### src/rtl/wig_pkg.sv
package wig_pkg;
  typedef enum logic [1:0] {WS_STOP = 2'd0, WS_RUN = 2'd1, WS_RET = 2'd2} wstate_e;

  typedef enum logic [3:0] {
    OP_NOP = 4'd0,  OP_ALU = 4'd1,  OP_RET = 4'd2,   OP_BAR = 4'd3,
    OP_GRD = 4'd4,  OP_GWR = 4'd5,  OP_GATM = 4'd6,
    OP_LRD = 4'd7,  OP_LWR = 4'd8,  OP_LATM = 4'd9,
    OP_PRD = 4'd10, OP_PWR = 4'd11, OP_PATM = 4'd12,
    OP_FRD = 4'd13, OP_FWR = 4'd14, OP_BAD = 4'd15
  } op_e;

  typedef enum logic [2:0] {
    PIPE_ALU = 3'd0, PIPE_GLB = 3'd1, PIPE_SHR = 3'd2, PIPE_PRV = 3'd3, PIPE_FLT = 3'd4
  } pipe_e;

  localparam int NCNT   = 5;
  localparam int CI_GRD = 0;
  localparam int CI_GWR = 1;
  localparam int CI_LRD = 2;
  localparam int CI_LWR = 3;
  localparam int CI_TOT = 4;

  localparam int NTMR     = 5;
  localparam int TI_SIMD  = 0;
  localparam int TI_GSLOT = 1;
  localparam int TI_LSLOT = 2;
  localparam int TI_GBUS  = 3;
  localparam int TI_LBUS  = 4;
endpackage

### src/rtl/wig_countdown.sv
module wig_countdown #(
  parameter int W = 4
) (
  input  logic         clk,
  input  logic         rst_n,
  input  logic         load,
  input  logic [W-1:0] load_val,
  output logic         free
);
  logic [W-1:0] cnt_q, cnt_d;
  logic         cnt_en;

  assign cnt_en = load | (cnt_q != '0);

  always_comb begin
    if (load) cnt_d = load_val;
    else      cnt_d = cnt_q - 1'b1;
  end

  always_ff @(posedge clk or negedge rst_n) begin
    if (!rst_n)      cnt_q <= '0;
    else if (cnt_en) cnt_q <= cnt_d;
  end

  assign free = (cnt_q == '0);
endmodule

### src/rtl/wig_flight_cnt.sv
module wig_flight_cnt #(
  parameter int W = 4
) (
  input  logic         clk,
  input  logic         rst_n,
  input  logic         inc,
  input  logic         dec,
  output logic [W-1:0] count,
  output logic         underflow
);
  logic [W-1:0] cnt_d;
  logic         cnt_en;

  assign underflow = dec & ~inc & (count == '0);
  assign cnt_en    = (inc ^ dec) & ~underflow;

  always_comb begin
    if (inc) cnt_d = count + 1'b1;
    else     cnt_d = count - 1'b1;
  end

  always_ff @(posedge clk or negedge rst_n) begin
    if (!rst_n)      count <= '0;
    else if (cnt_en) count <= cnt_d;
  end
endmodule

### src/rtl/wig_ready.sv
module wig_ready
  import wig_pkg::*;
(
  input  wstate_e         st,
  input  logic            buf_empty,
  input  logic            stall,
  input  logic            bar_release,
  input  op_e             op,
  input  pipe_e           pipe,
  input  logic [NTMR-1:0] tfree,
  input  logic [NCNT-1:0] czero,
  input  logic            gfifo,
  input  logic            lfifo,
  input  logic            opnd,
  output logic            rdy
);
  logic  live, gpath, lpath;
  pipe_e gpipe;

  assign live  = (st == WS_RUN) & ~buf_empty & (~stall | bar_release);
  assign gpath = tfree[TI_GBUS] & tfree[TI_GSLOT] & gfifo & opnd;
  assign lpath = tfree[TI_LBUS] & tfree[TI_LSLOT] & lfifo & opnd;
  assign gpipe = (op inside {OP_PRD, OP_PWR, OP_PATM}) ? PIPE_PRV : PIPE_GLB;

  always_comb begin
    rdy = 1'b0;
    if (live) begin
      case (op)
        OP_NOP:          rdy = (pipe == PIPE_ALU) & tfree[TI_SIMD];
        OP_ALU:          rdy = (pipe == PIPE_ALU) & tfree[TI_SIMD] & opnd;
        OP_RET, OP_BAR:  rdy = (pipe == PIPE_ALU) & tfree[TI_SIMD] & czero[CI_TOT];
        OP_GRD, OP_PRD:  rdy = (pipe == gpipe) & czero[CI_GWR] & gpath;
        OP_GWR, OP_PWR:  rdy = (pipe == gpipe) & czero[CI_GRD] & gpath;
        OP_GATM, OP_PATM: rdy = (pipe == gpipe) & czero[CI_GRD] & czero[CI_GWR] & gpath;
        OP_LRD:          rdy = (pipe == PIPE_SHR) & czero[CI_LWR] & lpath;
        OP_LWR:          rdy = (pipe == PIPE_SHR) & czero[CI_LRD] & lpath;
        OP_LATM:         rdy = (pipe == PIPE_SHR) & czero[CI_LRD] & czero[CI_LWR] & lpath;
        OP_FRD, OP_FWR:  rdy = (pipe == PIPE_FLT) & gpath & lpath;
        default:         rdy = 1'b0;
      endcase
    end
  end
endmodule

### src/rtl/wf_issue_gate.sv
module wf_issue_gate
  import wig_pkg::*;
#(
  parameter int CNT_W        = 4,
  parameter int TMR_W        = 4,
  parameter int ISSUE_PERIOD = 3,
  parameter int RD_BUS_CYC   = 4,
  parameter int WR_BUS_CYC   = 8
) (
  input  logic       clk,
  input  logic       rst_n,
  input  logic [1:0] wf_state,
  input  logic       ibuf_empty,
  input  logic [3:0] head_op,
  input  logic [2:0] req_pipe,
  input  logic       flat_to_local,
  input  logic       all_at_bar,
  input  logic       gfifo_space,
  input  logic       lfifo_space,
  input  logic       opnd_ready,
  input  logic       issue_take,
  input  logic [4:0] cpl_pulse,
  output logic       rdy,
  output logic       bar_wait,
  output logic       cnt_err
);
  localparam logic [TMR_W-1:0] PERIOD_V = TMR_W'(ISSUE_PERIOD);
  localparam logic [TMR_W-1:0] RDBUS_V  = TMR_W'(RD_BUS_CYC);
  localparam logic [TMR_W-1:0] WRBUS_V  = TMR_W'(WR_BUS_CYC);

  op_e     op;
  pipe_e   pipe;
  wstate_e st;
  assign op   = op_e'(head_op);
  assign pipe = pipe_e'(req_pipe);
  assign st   = wstate_e'(wf_state);

  logic [NCNT-1:0][CNT_W-1:0] flight_cnt;
  logic [NCNT-1:0]            cnt_inc, cnt_unf, cnt_zero;
  logic [NTMR-1:0]            tmr_load, tmr_free;
  logic [NTMR-1:0][TMR_W-1:0] tmr_val;
  logic fire, stall_set, stall_q, stall_d, err_q, err_d;
  logic is_mem, rd_kind, wr_kind, cnt_local, path_local;

  // one countdown per issue slot and per bus
  for (genvar t = 0; t < NTMR; t++) begin : g_tmr
    wig_countdown #(.W(TMR_W)) u_tmr (
      .clk(clk), .rst_n(rst_n), .load(tmr_load[t]), .load_val(tmr_val[t]), .free(tmr_free[t]));
  end

  // in-flight counters, decremented by completion pulses
  for (genvar c = 0; c < NCNT; c++) begin : g_cnt
    wig_flight_cnt #(.W(CNT_W)) u_cnt (
      .clk(clk), .rst_n(rst_n), .inc(cnt_inc[c]), .dec(cpl_pulse[c]),
      .count(flight_cnt[c]), .underflow(cnt_unf[c]));
    assign cnt_zero[c] = (flight_cnt[c] == '0);
  end

  wig_ready u_rdy (
    .st(st), .buf_empty(ibuf_empty), .stall(stall_q), .bar_release(all_at_bar),
    .op(op), .pipe(pipe), .tfree(tmr_free), .czero(cnt_zero),
    .gfifo(gfifo_space), .lfifo(lfifo_space), .opnd(opnd_ready), .rdy(rdy));

  // issue happens only on a take of a ready instruction
  assign fire = issue_take & rdy;

  assign is_mem     = op inside {[OP_GRD:OP_FWR]};
  assign rd_kind    = op inside {OP_GRD, OP_GATM, OP_LRD, OP_LATM, OP_PRD, OP_PATM, OP_FRD};
  assign wr_kind    = op inside {OP_GWR, OP_GATM, OP_LWR, OP_LATM, OP_PWR, OP_PATM, OP_FWR};
  assign cnt_local  = op inside {OP_LRD, OP_LWR, OP_LATM};
  assign path_local = cnt_local | ((op inside {OP_FRD, OP_FWR}) & flat_to_local);

  always_comb begin
    cnt_inc   = '0;
    tmr_load  = '0;
    tmr_val   = '0;
    stall_set = 1'b0;
    if (fire) begin
      if (!is_mem) begin
        tmr_load[TI_SIMD] = 1'b1;
        tmr_val[TI_SIMD]  = PERIOD_V;
        stall_set         = (op == OP_BAR);
      end else begin
        cnt_inc[CI_TOT] = 1'b1;
        if (cnt_local) begin
          cnt_inc[CI_LRD] = rd_kind;
          cnt_inc[CI_LWR] = wr_kind;
        end else begin
          cnt_inc[CI_GRD] = rd_kind;
          cnt_inc[CI_GWR] = wr_kind;
        end
        if (path_local) begin
          tmr_load[TI_LBUS]  = 1'b1;
          tmr_val[TI_LBUS]   = wr_kind ? WRBUS_V : RDBUS_V;
          tmr_load[TI_LSLOT] = 1'b1;
          tmr_val[TI_LSLOT]  = PERIOD_V;
        end else begin
          tmr_load[TI_GBUS]  = 1'b1;
          tmr_val[TI_GBUS]   = wr_kind ? WRBUS_V : RDBUS_V;
          tmr_load[TI_GSLOT] = 1'b1;
          tmr_val[TI_GSLOT]  = PERIOD_V;
        end
      end
    end
  end

  // barrier stall and R10 sticky error
  always_comb begin
    stall_d = stall_q;
    if (stall_q && all_at_bar) stall_d = 1'b0;
    if (stall_set)             stall_d = 1'b1;
    err_d = err_q | (|cnt_unf);
  end

  always_ff @(posedge clk or negedge rst_n) begin
    if (!rst_n) begin
      stall_q <= 1'b0;
      err_q   <= 1'b0;
    end else begin
      stall_q <= stall_d;
      err_q   <= err_d;
    end
  end

  assign bar_wait = stall_q;
  assign cnt_err  = err_q;
endmodule

### config.mk
export PLATFORM = sky130hd
export DESIGN_NAME = wf_issue_gate
export DESIGN_NICKNAME = d
export VERILOG_FILES = /design/src/rtl/wig_pkg.sv /design/src/rtl/wig_countdown.sv /design/src/rtl/wig_flight_cnt.sv /design/src/rtl/wig_ready.sv /design/src/rtl/wf_issue_gate.sv
export SDC_FILE = /design/constraint.sdc
export NUM_CORES = 1
export LEC_CHECK = 0
export BUFFER_PORTS_ARGS = -buffer_cell sky130_fd_sc_hd__buf_2
export CORE_MARGIN = 2
export CORE_UTILIZATION = 60
export DETAILED_ROUTE_END_ITERATION = 6
export PLACE_DENSITY = 0.85
export SLEW_MARGIN = 30
export SYNTH_ARGS = -nofsm -noshare
export SYNTH_HDL_FRONTEND = slang
export SYNTH_SLANG_ARGS = --single-unit
### constraint.sdc
create_clock -name clk -period 4.02 [get_ports clk]
set_clock_uncertainty 0.15 [all_clocks]
set_input_delay 0.804 -clock clk [delete_from_list [all_inputs] [get_ports clk]]
set_output_delay 0.804 -clock clk [all_outputs]
set_load 0.005 [all_outputs]
# Word-level counts from Yosys, hierarchy flattened
# Index checks and enable logic that the tools add are counted.
[totals]
ff_bits = 42
input_bits = 23
output_inout_bits = 3
[classes]
add_sub_neg = 15
n_lt_le_gt_ge = 2
eq_ne = 18
mux = 34
n_bitwise = 67
reduce_logical = 31
[ops]
columns = ["operator", "n"]
rows = [
  ["$mux W4", 14],
  ["$logic_not A4 Y1", 11],
  ["$and A1 B1 Y1", 42],
  ["$sub A4 B1 Y4 const B", 10],
  ["$eq A4 B4 Y1 const B", 7],
  ["$add A4 B1 Y4 const B", 5],
  ["$mux W20", 1],
  ["$reduce_bool A4 Y1", 5],
  ["$eq A4 B3 Y1 const B", 4],
  ["$mux W16", 1],
  ["$mux W5", 3],
  ["$reduce_bool A7 Y1", 2],
  ["$mux W2", 6],
  ["$not A1 Y1", 12],
  ["$pmux W1 S10", 1],
  ["$reduce_or A2 Y1", 5],
  ["$eq A4 B2 Y1 const B", 2],
  ["$mux W1", 8],
  ["$or A1 B1 Y1", 8],
  ["$reduce_bool A3 Y1", 2],
  ["$reduce_or A5 Y1", 1],
  ["$xor A1 B1 Y1", 5],
  ["$eq A4 B1 Y1 const B", 1],
  ["$ge A4 B3 Y1 const B", 1],
  ["other kinds (8)", 10],
]

# Logic depth before layout (Yosys ltp)
# Gate-level depths: netlist (run 1).
[depth]
word_depth = 16
ltp_mapped = 14
depth_no_buf = 14

# By module
# A second synthesis (run 1) with hierarchy kept.
[unflattened]
cells_unflattened = 346
area_unflattened_um2 = 3345.7
[modules_own_cells]
columns = ["module", "n_inst", "cells_each", "area_each_um2", "seq_area_each_um2"]
rows = [
  ["wig_flight_cnt", 5, 27, 291.5, 100.1],
  ["wig_countdown", 5, 22, 234.0, 100.1],
  ["wf_issue_gate", 1, 64, 462.9, 50.0],
  ["wig_ready", 1, 37, 255.2, 0.0],
]

# Worst setup path after synthesis (run 1)
# No wires, ideal clock.
[synth_timing]
path_type = "input -> register"
from = "input port head_op[1]"
to = "register g_cnt[2].u_cnt.count[3]"
setup_time_ns = 0.120
t_arrival_ns = 3.398
required_time_ns = 3.750
setup_slack_ns = 0.353
path_stages = 12
n_path_buf = 1
cell_sequence = "buf_2 -> inv_1 -> a211o_1 -> a31oi_1 -> nor4_4 -> o31ai_1 -> ha_1 -> a21o_1 -> a21oi_1 -> or3_1 -> mux2i_1 -> a31o_1"
[synth_via]
elab_chain_len = 16
[synth_rtl]
columns = ["item", "line_no", "text"]
rows = [
  ["start, declared", "wf_issue_gate.sv:14", "input logic [3:0] head_op,"],
  ["$eq A4 B4 Y1 (on tied branches)", "wig_ready.sv:23, wig_ready.sv:28, wf_issue_gate.sv:68", ""],
  ["$reduce_bool A3 Y1", "wig_ready.sv:23", "assign gpipe = (op inside {OP_PRD, OP_PWR, OP_PATM}) ? PIPE_PRV : PIPE_GLB;"],
  ["$mux W2", "wig_ready.sv:23", ""],
  ["$eq A3 B3 Y1", "wig_ready.sv:32, wig_ready.sv:33, wig_ready.sv:34", ""],
  ["$and A1 B1 Y1", "wig_ready.sv:33, wig_ready.sv:34", ""],
  ["$and A1 B1 Y1 (2 in a row)", "wig_ready.sv:34", "OP_GATM, OP_PATM: rdy = (pipe == gpipe) & czero[CI_GRD] & czero[CI_GWR] & gpath;"],
  ["$pmux W1 S10", "wig_ready.sv:28", "case (op)"],
  ["$mux W1", "wig_ready.sv:27", "if (live) begin"],
  ["$and A1 B1 Y1", "wf_issue_gate.sv:65", "assign fire = issue_take & rdy;"],
  ["$mux W5 (*)", "wf_issue_gate.sv:78", "if (fire) begin"],
  ["$not A1 Y1", "wig_flight_cnt.sv:14", "assign underflow = dec & ~inc & (count == '0);"],
  ["$and A1 B1 Y1 (2 in a row)", "wig_flight_cnt.sv:14", ""],
  ["$not A1 Y1", "wig_flight_cnt.sv:15", "assign cnt_en = (inc ^ dec) & ~underflow;"],
  ["$and A1 B1 Y1", "wig_flight_cnt.sv:15", ""],
  ["end signal, assigned", "wig_flight_cnt.sv:24", "else if (cnt_en) count <= cnt_d;"],
  ["end, declared", "wig_flight_cnt.sv:8", "output logic [W-1:0] count,"],
]
# Every way passes the cells marked *; elsewhere a longest branch is shown, timed or not.
# A chain may end at the register's enable or synchronous reset.

# Worst setup path after layout (run 1)
[layout_timing]
from = "register g_tmr[3].u_tmr.cnt_q[0]"
to = "output port rdy"
[layout_via]
elab_chain_len = 8
[layout_rtl]
columns = ["item", "line_no", "text"]
rows = [
  ["start, declared", "wig_countdown.sv:10", "logic [W-1:0] cnt_q, cnt_d;"],
  ["start signal, assigned", "wig_countdown.sv:22", "else if (cnt_en) cnt_q <= cnt_d;"],
  ["$logic_not A4 Y1 (*)", "wig_countdown.sv:25", "assign free = (cnt_q == '0);"],
  ["$and A1 B1 Y1 (*) (3 in a row)", "wig_ready.sv:21", "assign gpath = tfree[TI_GBUS] & tfree[TI_GSLOT] & gfifo & opnd;"],
  ["$and A1 B1 Y1 (2 in a row)", "wig_ready.sv:38", "OP_FRD, OP_FWR: rdy = (pipe == PIPE_FLT) & gpath & lpath;"],
  ["$pmux W1 S10 (*)", "wig_ready.sv:28", ""],
  ["$mux W1 (*)", "wig_ready.sv:27", ""],
  ["end, declared", "wf_issue_gate.sv:23", "output logic rdy,"],
]
# Marks and branches as above.

==> results of run 1 <==
layout make-up:
class                           count  area, sq um  share of cell area, %
Inverter                           22         82.6                   2.32
Clock buffer                        6         72.6                   2.04
Clock inverter                      2         37.5                   1.05
Multi-Input combinational cell    273         2060                   57.8
Tap cell                           70         87.6                   2.46
Timing Repair Buffer               31          173                   4.85
Sequential cell                    42         1050                   29.5
Yosys cell counts (3+ instances only):
cell and instances:
o21ai_0 17, and3_1 5, mux2i_1 11, buf_2 4
nor3_1 8, xor2_1 6, nor2b_1 3, o31ai_1 3
nor2_1 17, and2_1 5, ha_1 20, dfrtp_1 42
nor3b_1 5, a21o_1 9, fa_1 5, nand2b_1 7
xnor2_1 11, nand3_1 15, a22o_1 8, nand2_1 25
clkbuf_1 5, a211o_1 4, inv_1 22, a21oi_1 17
mux2_2 6, or3_1 5, or4_1 6, a31oi_1 4
nor4_1 7
cells by family (layout without fill, tap and decap cells):
family,after synthesis,count (layout),share of synthesized area [%]
flops,42,42,32.7
buf+inv,31,61,3.78
compound gates,89,89,20.0
mux,17,17,5.54
simple gates,125,125,22.4
fa+ha+maj,25,25,10.9
xor+xnor,17,17,4.64
sequential cells by signal (all words and copies together), names as in the netlist:
| signal | count |
|---|---|
| g_cnt.u_cnt.count | 20 |
| bar_wait | 1 |
| cnt_err | 1 |
| g_tmr.u_tmr.cnt_q | 20 |
timing repair:
item / CTS / global route
gates resized for setup: 0 / 4
endpoints found under the hold margin: 0 / 0
setup buffers: 0 / 0
endpoints found under the setup margin: 0 / 6
where the power goes:
part           internal (uW)  switching [uW]
sequential               623             189
combinational            526             528
clock                    185             156
total                   1330             872
per-stage QoR:
step           cells  hold slack [ns]  total power (uW)  util [%]  cell area, sq um
2_1_floorplan    346            0.309              1600         -              3210
3_3_place_gp     438            0.321              1770      66.7              3430
3_5_place_dp     438            0.341              1840      66.7              3430
4_1_cts          446            0.361              2190      68.8              3540
5_1_grt          446            0.361              2410      69.3              3560
6_report         446            0.324              2210      69.3              3560
final timing paths:
| kind | endpoint | slack (ns) | depth (start not counted) |
|---|---|---|---|
| worst max-delay path | rdy | 0.19 | 9 |
| worst min-delay path | g_tmr[1].u_tmr.cnt_q[2]$_DFFE_PN0P_ | 0.32 | 1 |
| worst max register to register | g_cnt[1].u_cnt.count[3]$_DFFE_PN0P_ | 0.21 | 14 |
| worst min register to register | g_tmr[1].u_tmr.cnt_q[1]$_DFFE_PN0P_ | 0.36 | 1 |
| max in group asynchronous | g_cnt[0].u_cnt.count[3]$_DFFE_PN0P_ | 3.01 | 1 |
| min in group clk | g_tmr[1].u_tmr.cnt_q[1]$_DFFE_PN0P_ | 0.36 | 1 |
per-layer routing:
metal | track usage (%) | part of all wire, %
met1 | 30.6 | 44
met2 | 43.0 | 51
met3 | 2.82 | 3.0
met4 | 10.0 | 2.1
met5 | 0 | 0
==> results_dict.tcl, run 1 <==
set metrics [dict create \
    outcome "completed" \
    cts_inserted_buffers 5 \
    antenna_cells 0 \
    clk_path_buf_depth 2 \
    routed_via_density 6.27 \
    p_leak_uw 0.00162 \
    arrival_ns 2.88 \
    hold_violations 0 \
    power.density_nw_per_um2 619 \
    synth-seq-cells 42 \
    crit_required_ns 3.07 \
    core_area_sq_um 5140 \
    ir_worst_vdd_mv 0.329 \
    io_buffers 25 \
    fp.dieArea_sq_um 5950 \
    crit_chain "inv_1 > ha_1 > nor3b_4 > nand3_1 > or4_1 > a21boi_4 > nor3_1 > nor2_1 > buf_2" \
    final.period_utilization_pct 95.3 \
    synthDistinctLibCells 61 \
    grt_pass1_wl_mm 11.8 \
    drc 0 \
    cp_slowest_cell "or4_1" \
    clock_latency_ns 0.31 \
    area_delta_synth_final_pct 11.0 \
    syn_avg_cell_area_sq_um 9.28 \
    synth_largest_area_cell "dfrtp_1" \
    wirelength_mm 6.98 \
    first_global_vias 2688 \
    place_congestion 0.910 \
    worst_setup_hold_path_clk_slew_ns 0.09 \
    cts_sinks 42 \
    worstMarginPinSlew_ns 0.720 \
    num_rows 26 \
    syn-num-nets 394 \
    fill_cells 441 \
    synthArstFlopShare_pct 100 \
    htreeDepth 2 \
    yosysWarnings 0 \
    crit_fanout 7 \
    period_needed_ns 3.83 \
    layout.nets 423 \
    layout_commonest_cell "dfrtp_1" \
    endpoint_kind "output pin" \
    timing.rr.start "g_tmr[3].u_tmr.cnt_q[0]$_DFFE_PN0P_" \
    dieWidth_um 77.1 \
    antenna_found_initial 0 \
    synthTopCellsByArea "dfrtp_1, ha_1, mux2i_1, fa_1, xnor2_1" \
    io_pins 26 \
    max_freq_mhz 261 \
    setup_ws_ns 0.189 \
    die_h_um 77.1 \
    final_cell_mix "dfrtp_1, nand2_1, buf_2, inv_1, ha_1" \
    maxCapViolCount 0 \
    globalRouteTotalUtil_pct 24.5 \
    worst-path-buf-inv 2 \
    crit_path_start "g_tmr[3].u_tmr.cnt_q[0]$_DFFE_PN0P_" \
    ys.flop_type "dfrtp_1" \
    max_slew_margin_pct 51.6 \
    drive_above_1_share_pct 15.4 \
    synthesis.area_sq_um 3210 \
    tritoncts "built" \
    drt-initial-drc-count 174 \
    synth-edff-count 0 \
    hpwl_mm 5.26 \
    synth_top_area_share_pct 32.7 \
    dr.pass1.iters 4 \
    hold_buffers 0 \
    critical_path_class "flop to output pin" \
    yosysSeqAreaShare_pct 32.7 \
    dp_slack_ns -0.0171 \
    slew_violations 0 \
    cpPeakStageDelay_ns 0.63 \
    drtAntennaViolNets 0 \
    initial_core_util_pct 62.4 \
    synthCells 346 \
    min_path_type "primary input to asynchronous set/reset pin" \
    grt_max_degree 43 \
    finalSetupViolCount 0 \
    grt_overflow 0 \
    cts-root-buf "clkbuf_8" \
    fin_tns_setup_ns 0 \
    vias 2796 \
    critPathLaunchType "flop" \
    wl_per_cell_um 15.6 \
    path_delay_family "simple AND/OR/NAND/NOR gates" \
]
Power figures use the tool's default switching activity.
==> run 2: changes to the inputs <==
BUFFER_PORTS_ARGS = default   (was -buffer_cell sky130_fd_sc_hd__buf_2)
CORE_MARGIN = default   (was 2)
DONT_BUFFER_PORTS = 1   (was default)
PLACE_DENSITY = 0.81   (was 0.85)
==> results_dict.tcl, run 2 (synthesized netlist as in run 1, its figures left out) <==
set metrics [dict create \
    outcome "completed" \
    worst-path-buf-inv 3 \
    dp_slack_ns 0.140 \
    clk_path_buf_depth 2 \
    io_buffers 0 \
    power.total_uw 2120 \
    cp_slowest_cell "or4_1" \
    drtAntennaViolNets 0 \
    fin_area_sq_um 3440 \
    path_delay_family "simple AND/OR/NAND/NOR gates" \
    cts_inserted_buffers 5 \
    fin_util_pct 67.0 \
    worstMarginPinSlew_ns 0.624 \
    crit_chain "inv_1 > ha_1 > nor3b_4 > nand3_1 > or4_1 > a21boi_4 > buf_4 > o31ai_2 > buf_4 > ha_1 > a21oi_1 > nor2_1 > mux2_2 > mux2i_1" \
    finalSetupViolCount 0 \
    final_cell_mix "dfrtp_1, nand2_1, inv_1, ha_1" \
    drc 0 \
    holdWs_ns 0.0423 \
    max_freq_mhz 267 \
    ir_worst_vdd_mv 0.341 \
    endpoint_kind "flop" \
    num_rows 26 \
    grt_overflow 0 \
    layout.nets 401 \
    p_leak_uw 0.00153 \
    dr.pass1.iters 4 \
    first_global_vias 2487 \
    min_path_type "primary input to asynchronous set/reset pin" \
    cpPeakStageDelay_ns 0.63 \
    grt_max_degree 43 \
    cts_sinks 42 \
    crit_required_ns 4.09 \
    antenna_found_initial 0 \
    place_congestion 0.885 \
    core_area_sq_um 5140 \
    hpwl_mm 5.27 \
    wirelength_mm 6.92 \
    die_h_um 75.1 \
    max_slew_margin_pct 57.7 \
    wl_per_cell_um 16.3 \
    hold_violations 0 \
    drt-initial-drc-count 297 \
    globalRouteTotalUtil_pct 26.4 \
    power.density_nw_per_um2 614 \
    initial_core_util_pct 62.4 \
    cts-root-buf "clkbuf_8" \
    vias 2664 \
    fp.dieArea_sq_um 5650 \
    area_delta_synth_final_pct 7.33 \
    period_needed_ns 3.74 \
    tritoncts "built" \
    reg_top3 "g_cnt.u_cnt.count x20, g_tmr.u_tmr.cnt_q x20" \
    drive_above_1_share_pct 10.2 \
    arrival_ns 3.82 \
    setup_ws_ns 0.278 \
    place_area_sq_um 3290 \
    routed_via_density 6.28 \
    worst_setup_hold_path_clk_slew_ns 0.08 \
    slew_violations 0 \
    htreeDepth 2 \
    layout_commonest_cell "dfrtp_1" \
    clock_latency_ns 0.30 \
    crit_fanout 7 \
    fill_cells 425 \
    io_pins 26 \
    grt_pass1_wl_mm 11.2 \
    antenna_cells 0 \
    critPathLaunchType "flop" \
    critical_path_class "flop to flop" \
    final.period_utilization_pct 93.1 \
    dieWidth_um 75.1 \
    maxCapViolCount 0 \
]
run 2: cell count changes in the layout (fill, tap and decap cells not counted), sizes merged:
| cell | delta |
|---|---|
| clkinv | +1 |
| buf | -22 |
| bufinv | -1 |
run 2: worst paths after layout:
check | start | depth (start not counted) | endpoint | slack (ns)
min reg2reg | g_cnt[3].u_cnt.count[3]$_DFFE_PN0P_ | 1 | g_cnt[3].u_cnt.count[3]$_DFFE_PN0P_ | 0.35
max in group asynchronous | rst_n | 0 | g_cnt[1].u_cnt.count[0]$_DFFE_PN0P_ | 3.59
min in group clk | g_cnt[3].u_cnt.count[3]$_DFFE_PN0P_ | 1 | g_cnt[3].u_cnt.count[3]$_DFFE_PN0P_ | 0.35
max reg2reg | g_tmr[3].u_tmr.cnt_q[0]$_DFFE_PN0P_ | 14 | g_cnt[3].u_cnt.count[3]$_DFFE_PN0P_ | 0.28
min | rst_n | 0 | g_tmr[1].u_tmr.cnt_q[3]$_DFFE_PN0P_ | 0.04
max | g_tmr[3].u_tmr.cnt_q[0]$_DFFE_PN0P_ | 14 | g_cnt[3].u_cnt.count[3]$_DFFE_PN0P_ | 0.28
run 2: power breakdown:
part / internal (uW) / switching [uW] / leakage (uW) / total, uW
Combinational: 518 / 496 / 0.000980 / 1010
Sequential: 623 / 191 / 0.000508 / 814
Clock: 138 / 151 / 0.0000472 / 289
run 2: routing by layer:
metal	track usage (%)	up-vias	part of all wire [%]
met1	33.4	1288	43
met3	5.09	7	6.3
met2	45.9	72	50
met4	8.44	0	1.3
li1	-	1297	-
met5	0	-	0
run 2: layout make-up:
class                           count  area, sq um  area share [%]
Clock buffer                        6         82.6            2.40
Clock inverter                      2         12.5           0.363
Inverter                           22         82.6            2.40
Multi-Input combinational cell    273         2060            59.8
Sequential cell                    42         1050            30.5
Tap cell                           70         87.6            2.54
Timing Repair Buffer                9         67.6            1.96
run 2: what timing repair did:
item | in CTS | in global routing
resized for setup | 0 | 4
buffers inserted | 0 | 5
hold buffers | 0 | 0
setup endpoints to repair | 0 | 3
endpoints found under the hold margin | 0 | 0
run 2: stage by stage:
| stage | setup TNS, ns | instances |
|---|---|---|
| 2_1_floorplan | 0 | 346 |
| 3_3_place_gp | 0 | 411 |
| 3_5_place_dp | 0 | 411 |
| 4_1_cts | 0 | 419 |
| 5_1_grt | -0.000985 | 424 |
| 6_report | 0 | 424 |
==> run 3: changes to the inputs <==
CELL_PAD_IN_SITES_DETAIL_PLACEMENT = 0   (was default)
CELL_PAD_IN_SITES_GLOBAL_PLACEMENT = 1   (was default)
CORE_UTILIZATION = 50   (was 60)
PLACE_DENSITY = 0.86   (was 0.81)
==> results_dict.tcl, run 3 (synthesized netlist as in run 1, its figures left out) <==
set metrics [dict create \
    tritoncts "built" \
    clk_path_buf_depth 2 \
    wirelength_mm 6.64 \
    endpoint_kind "flop" \
    power.total_uw 2120 \
    place_congestion 0.849 \
    cp_slowest_cell "or4_1" \
    min_path_type "primary input to asynchronous set/reset pin" \
    clock_latency_ns 0.30 \
    cts_setup_buffers 0 \
    die_h_um 82.1 \
    hold_violations 0 \
    max_freq_mhz 263 \
    outcome "completed" \
    core_area_sq_um 6060 \
    period_needed_ns 3.80 \
    crit_top_cell "ha_1" \
    hold_buffers 0 \
    reg2reg_to "g_cnt[1].u_cnt.count[3]$_DFFE_PN0P_" \
    layout.nets 395 \
    final.period_utilization_pct 94.4 \
    slew_violations 0 \
    io_pins 26 \
    finalSetupViolCount 0 \
    fin_tns_setup_ns 0 \
    layout_commonest_cell "dfrtp_1" \
    rsz0062_at_grt "no" \
    ff2ff_path_depth 14 \
    cts_inserted_buffers 5 \
    drtAntennaViolNets 0 \
    reg_top3 "g_cnt.u_cnt.count x20, g_tmr.u_tmr.cnt_q x20" \
    cts_resized 0 \
    crit_fanout 7 \
    cts_sinks 42 \
    worstMarginPinSlew_ns 0.775 \
    drive_above_1_share_pct 7.76 \
    cpPeakStageDelay_ns 0.61 \
    maxCapViolCount 0 \
    vias 2525 \
    critPathLaunchType "flop" \
    io_buffers 0 \
    num_rows 28 \
    critical_path_class "flop to flop" \
    cts-root-buf "clkbuf_8" \
    p_leak_uw 0.00151 \
    wl_per_cell_um 15.7 \
    dieWidth_um 82.1 \
    power.density_nw_per_um2 621 \
    grt_overflow 0 \
    worst_setup_hold_path_clk_slew_ns 0.08 \
    crit_chain "inv_1 > ha_1 > nor3b_2 > nand3_1 > or4_1 > a21boi_4 > nor3_1 > nand2b_1 > ha_1 > a21o_1 > a21oi_1 > or3_1 > mux2i_1 > a31o_1" \
    timing.rr.start "g_tmr[3].u_tmr.cnt_q[0]$_DFFE_PN0P_" \
    ir_worst_vdd_mv 0.297 \
    antenna_found_initial 0 \
    hpwl_mm 5.07 \
    grt_max_degree 43 \
    crit_required_ns 4.06 \
    worst-path-buf-inv 1 \
    drc 0 \
    dr.pass1.iters 4 \
    htreeDepth 2 \
    arrival_ns 3.84 \
    fp.dieArea_sq_um 6740 \
    max_slew_margin_pct 48.3 \
    final_cell_mix "dfrtp_1, nand2_1, inv_1, ha_1" \
    routed_via_density 5.97 \
    grt_pass1_wl_mm 11.1 \
    antenna_cells 0 \
    drt-initial-drc-count 184 \
    first_global_vias 2403 \
    path_delay_family "simple AND/OR/NAND/NOR gates" \
    area_delta_synth_final_pct 6.16 \
    r2r_slack_ns 0.22 \
    initial_core_util_pct 53.0 \
    globalRouteTotalUtil_pct 21.8 \
]
## run 3: worst max path at each step
stage / start / end / slack (ns) / cells past startpoint
after floorplan: head_op[1] / g_cnt[2].u_cnt.count[3]$_DFFE_PN0P_ / 0.35 / 12
after global placement: g_tmr[1].u_tmr.cnt_q[0]$_DFFE_PN0P_ / g_cnt[1].u_cnt.count[3]$_DFFE_PN0P_ / 0.20 / 14
after detailed placement: g_tmr[1].u_tmr.cnt_q[0]$_DFFE_PN0P_ / g_cnt[0].u_cnt.count[3]$_DFFE_PN0P_ / 0.18 / 13
after CTS: g_tmr[1].u_tmr.cnt_q[0]$_DFFE_PN0P_ / g_cnt[0].u_cnt.count[3]$_DFFE_PN0P_ / 0.16 / 13
after global routing: g_tmr[3].u_tmr.cnt_q[0]$_DFFE_PN0P_ / g_cnt[0].u_cnt.count[3]$_DFFE_PN0P_ / 0.04 / 13
final: g_tmr[3].u_tmr.cnt_q[0]$_DFFE_PN0P_ / g_cnt[1].u_cnt.count[3]$_DFFE_PN0P_ / 0.22 / 14
## run 3: per-stage QoR
stage	hold slack, ns	utilization [%]	worst slack [ns]	cell area (sq um)	std cells
final	0.0415	56.2	0.224	3410	423
after global routing	0.0228	56.2	0.0381	3410	423
after detailed placement	0.330	54.2	0.179	3290	415
after global placement	0.320	54.2	0.197	3290	415
after floorplan	0.309	-	0.353	3210	346
after CTS	0.0339	56.0	0.162	3390	423
## run 3: power breakdown
group	switching [uW]	internal, uW
Combinational	468	507
Clock	148	186
Sequential	185	623
Total	801	1320
## run 3: area by class of cell
class	count	area (sq um)
Clock buffer	7	76.3
Clock inverter	1	30.0
Fill cell	540	2650
Inverter	22	82.6
Multi-Input combinational cell	273	2050
Sequential cell	42	1050
Tap cell	75	93.8
Timing Repair Buffer	3	22.5
## run 3: layer usage
layer	GRT usage (%)	vias up	wire length, um
met4	7.89	0	148
met5	0	-	0
li1	-	1285	-
met2	36.4	39	3110
met3	4.95	13	253
met1	27.6	1188	3130
## run 3: worst register-to-register path, delay by kind of cell (launching register included)
family,cells,cell delay (ns)
DFF,1,0.37
AOI/OAI and AO/OA,4,0.90
muxes,1,0.06
buffers and inverters,1,0.13
and+or+nand+nor,6,1.59
adders and majority gates,2,0.50
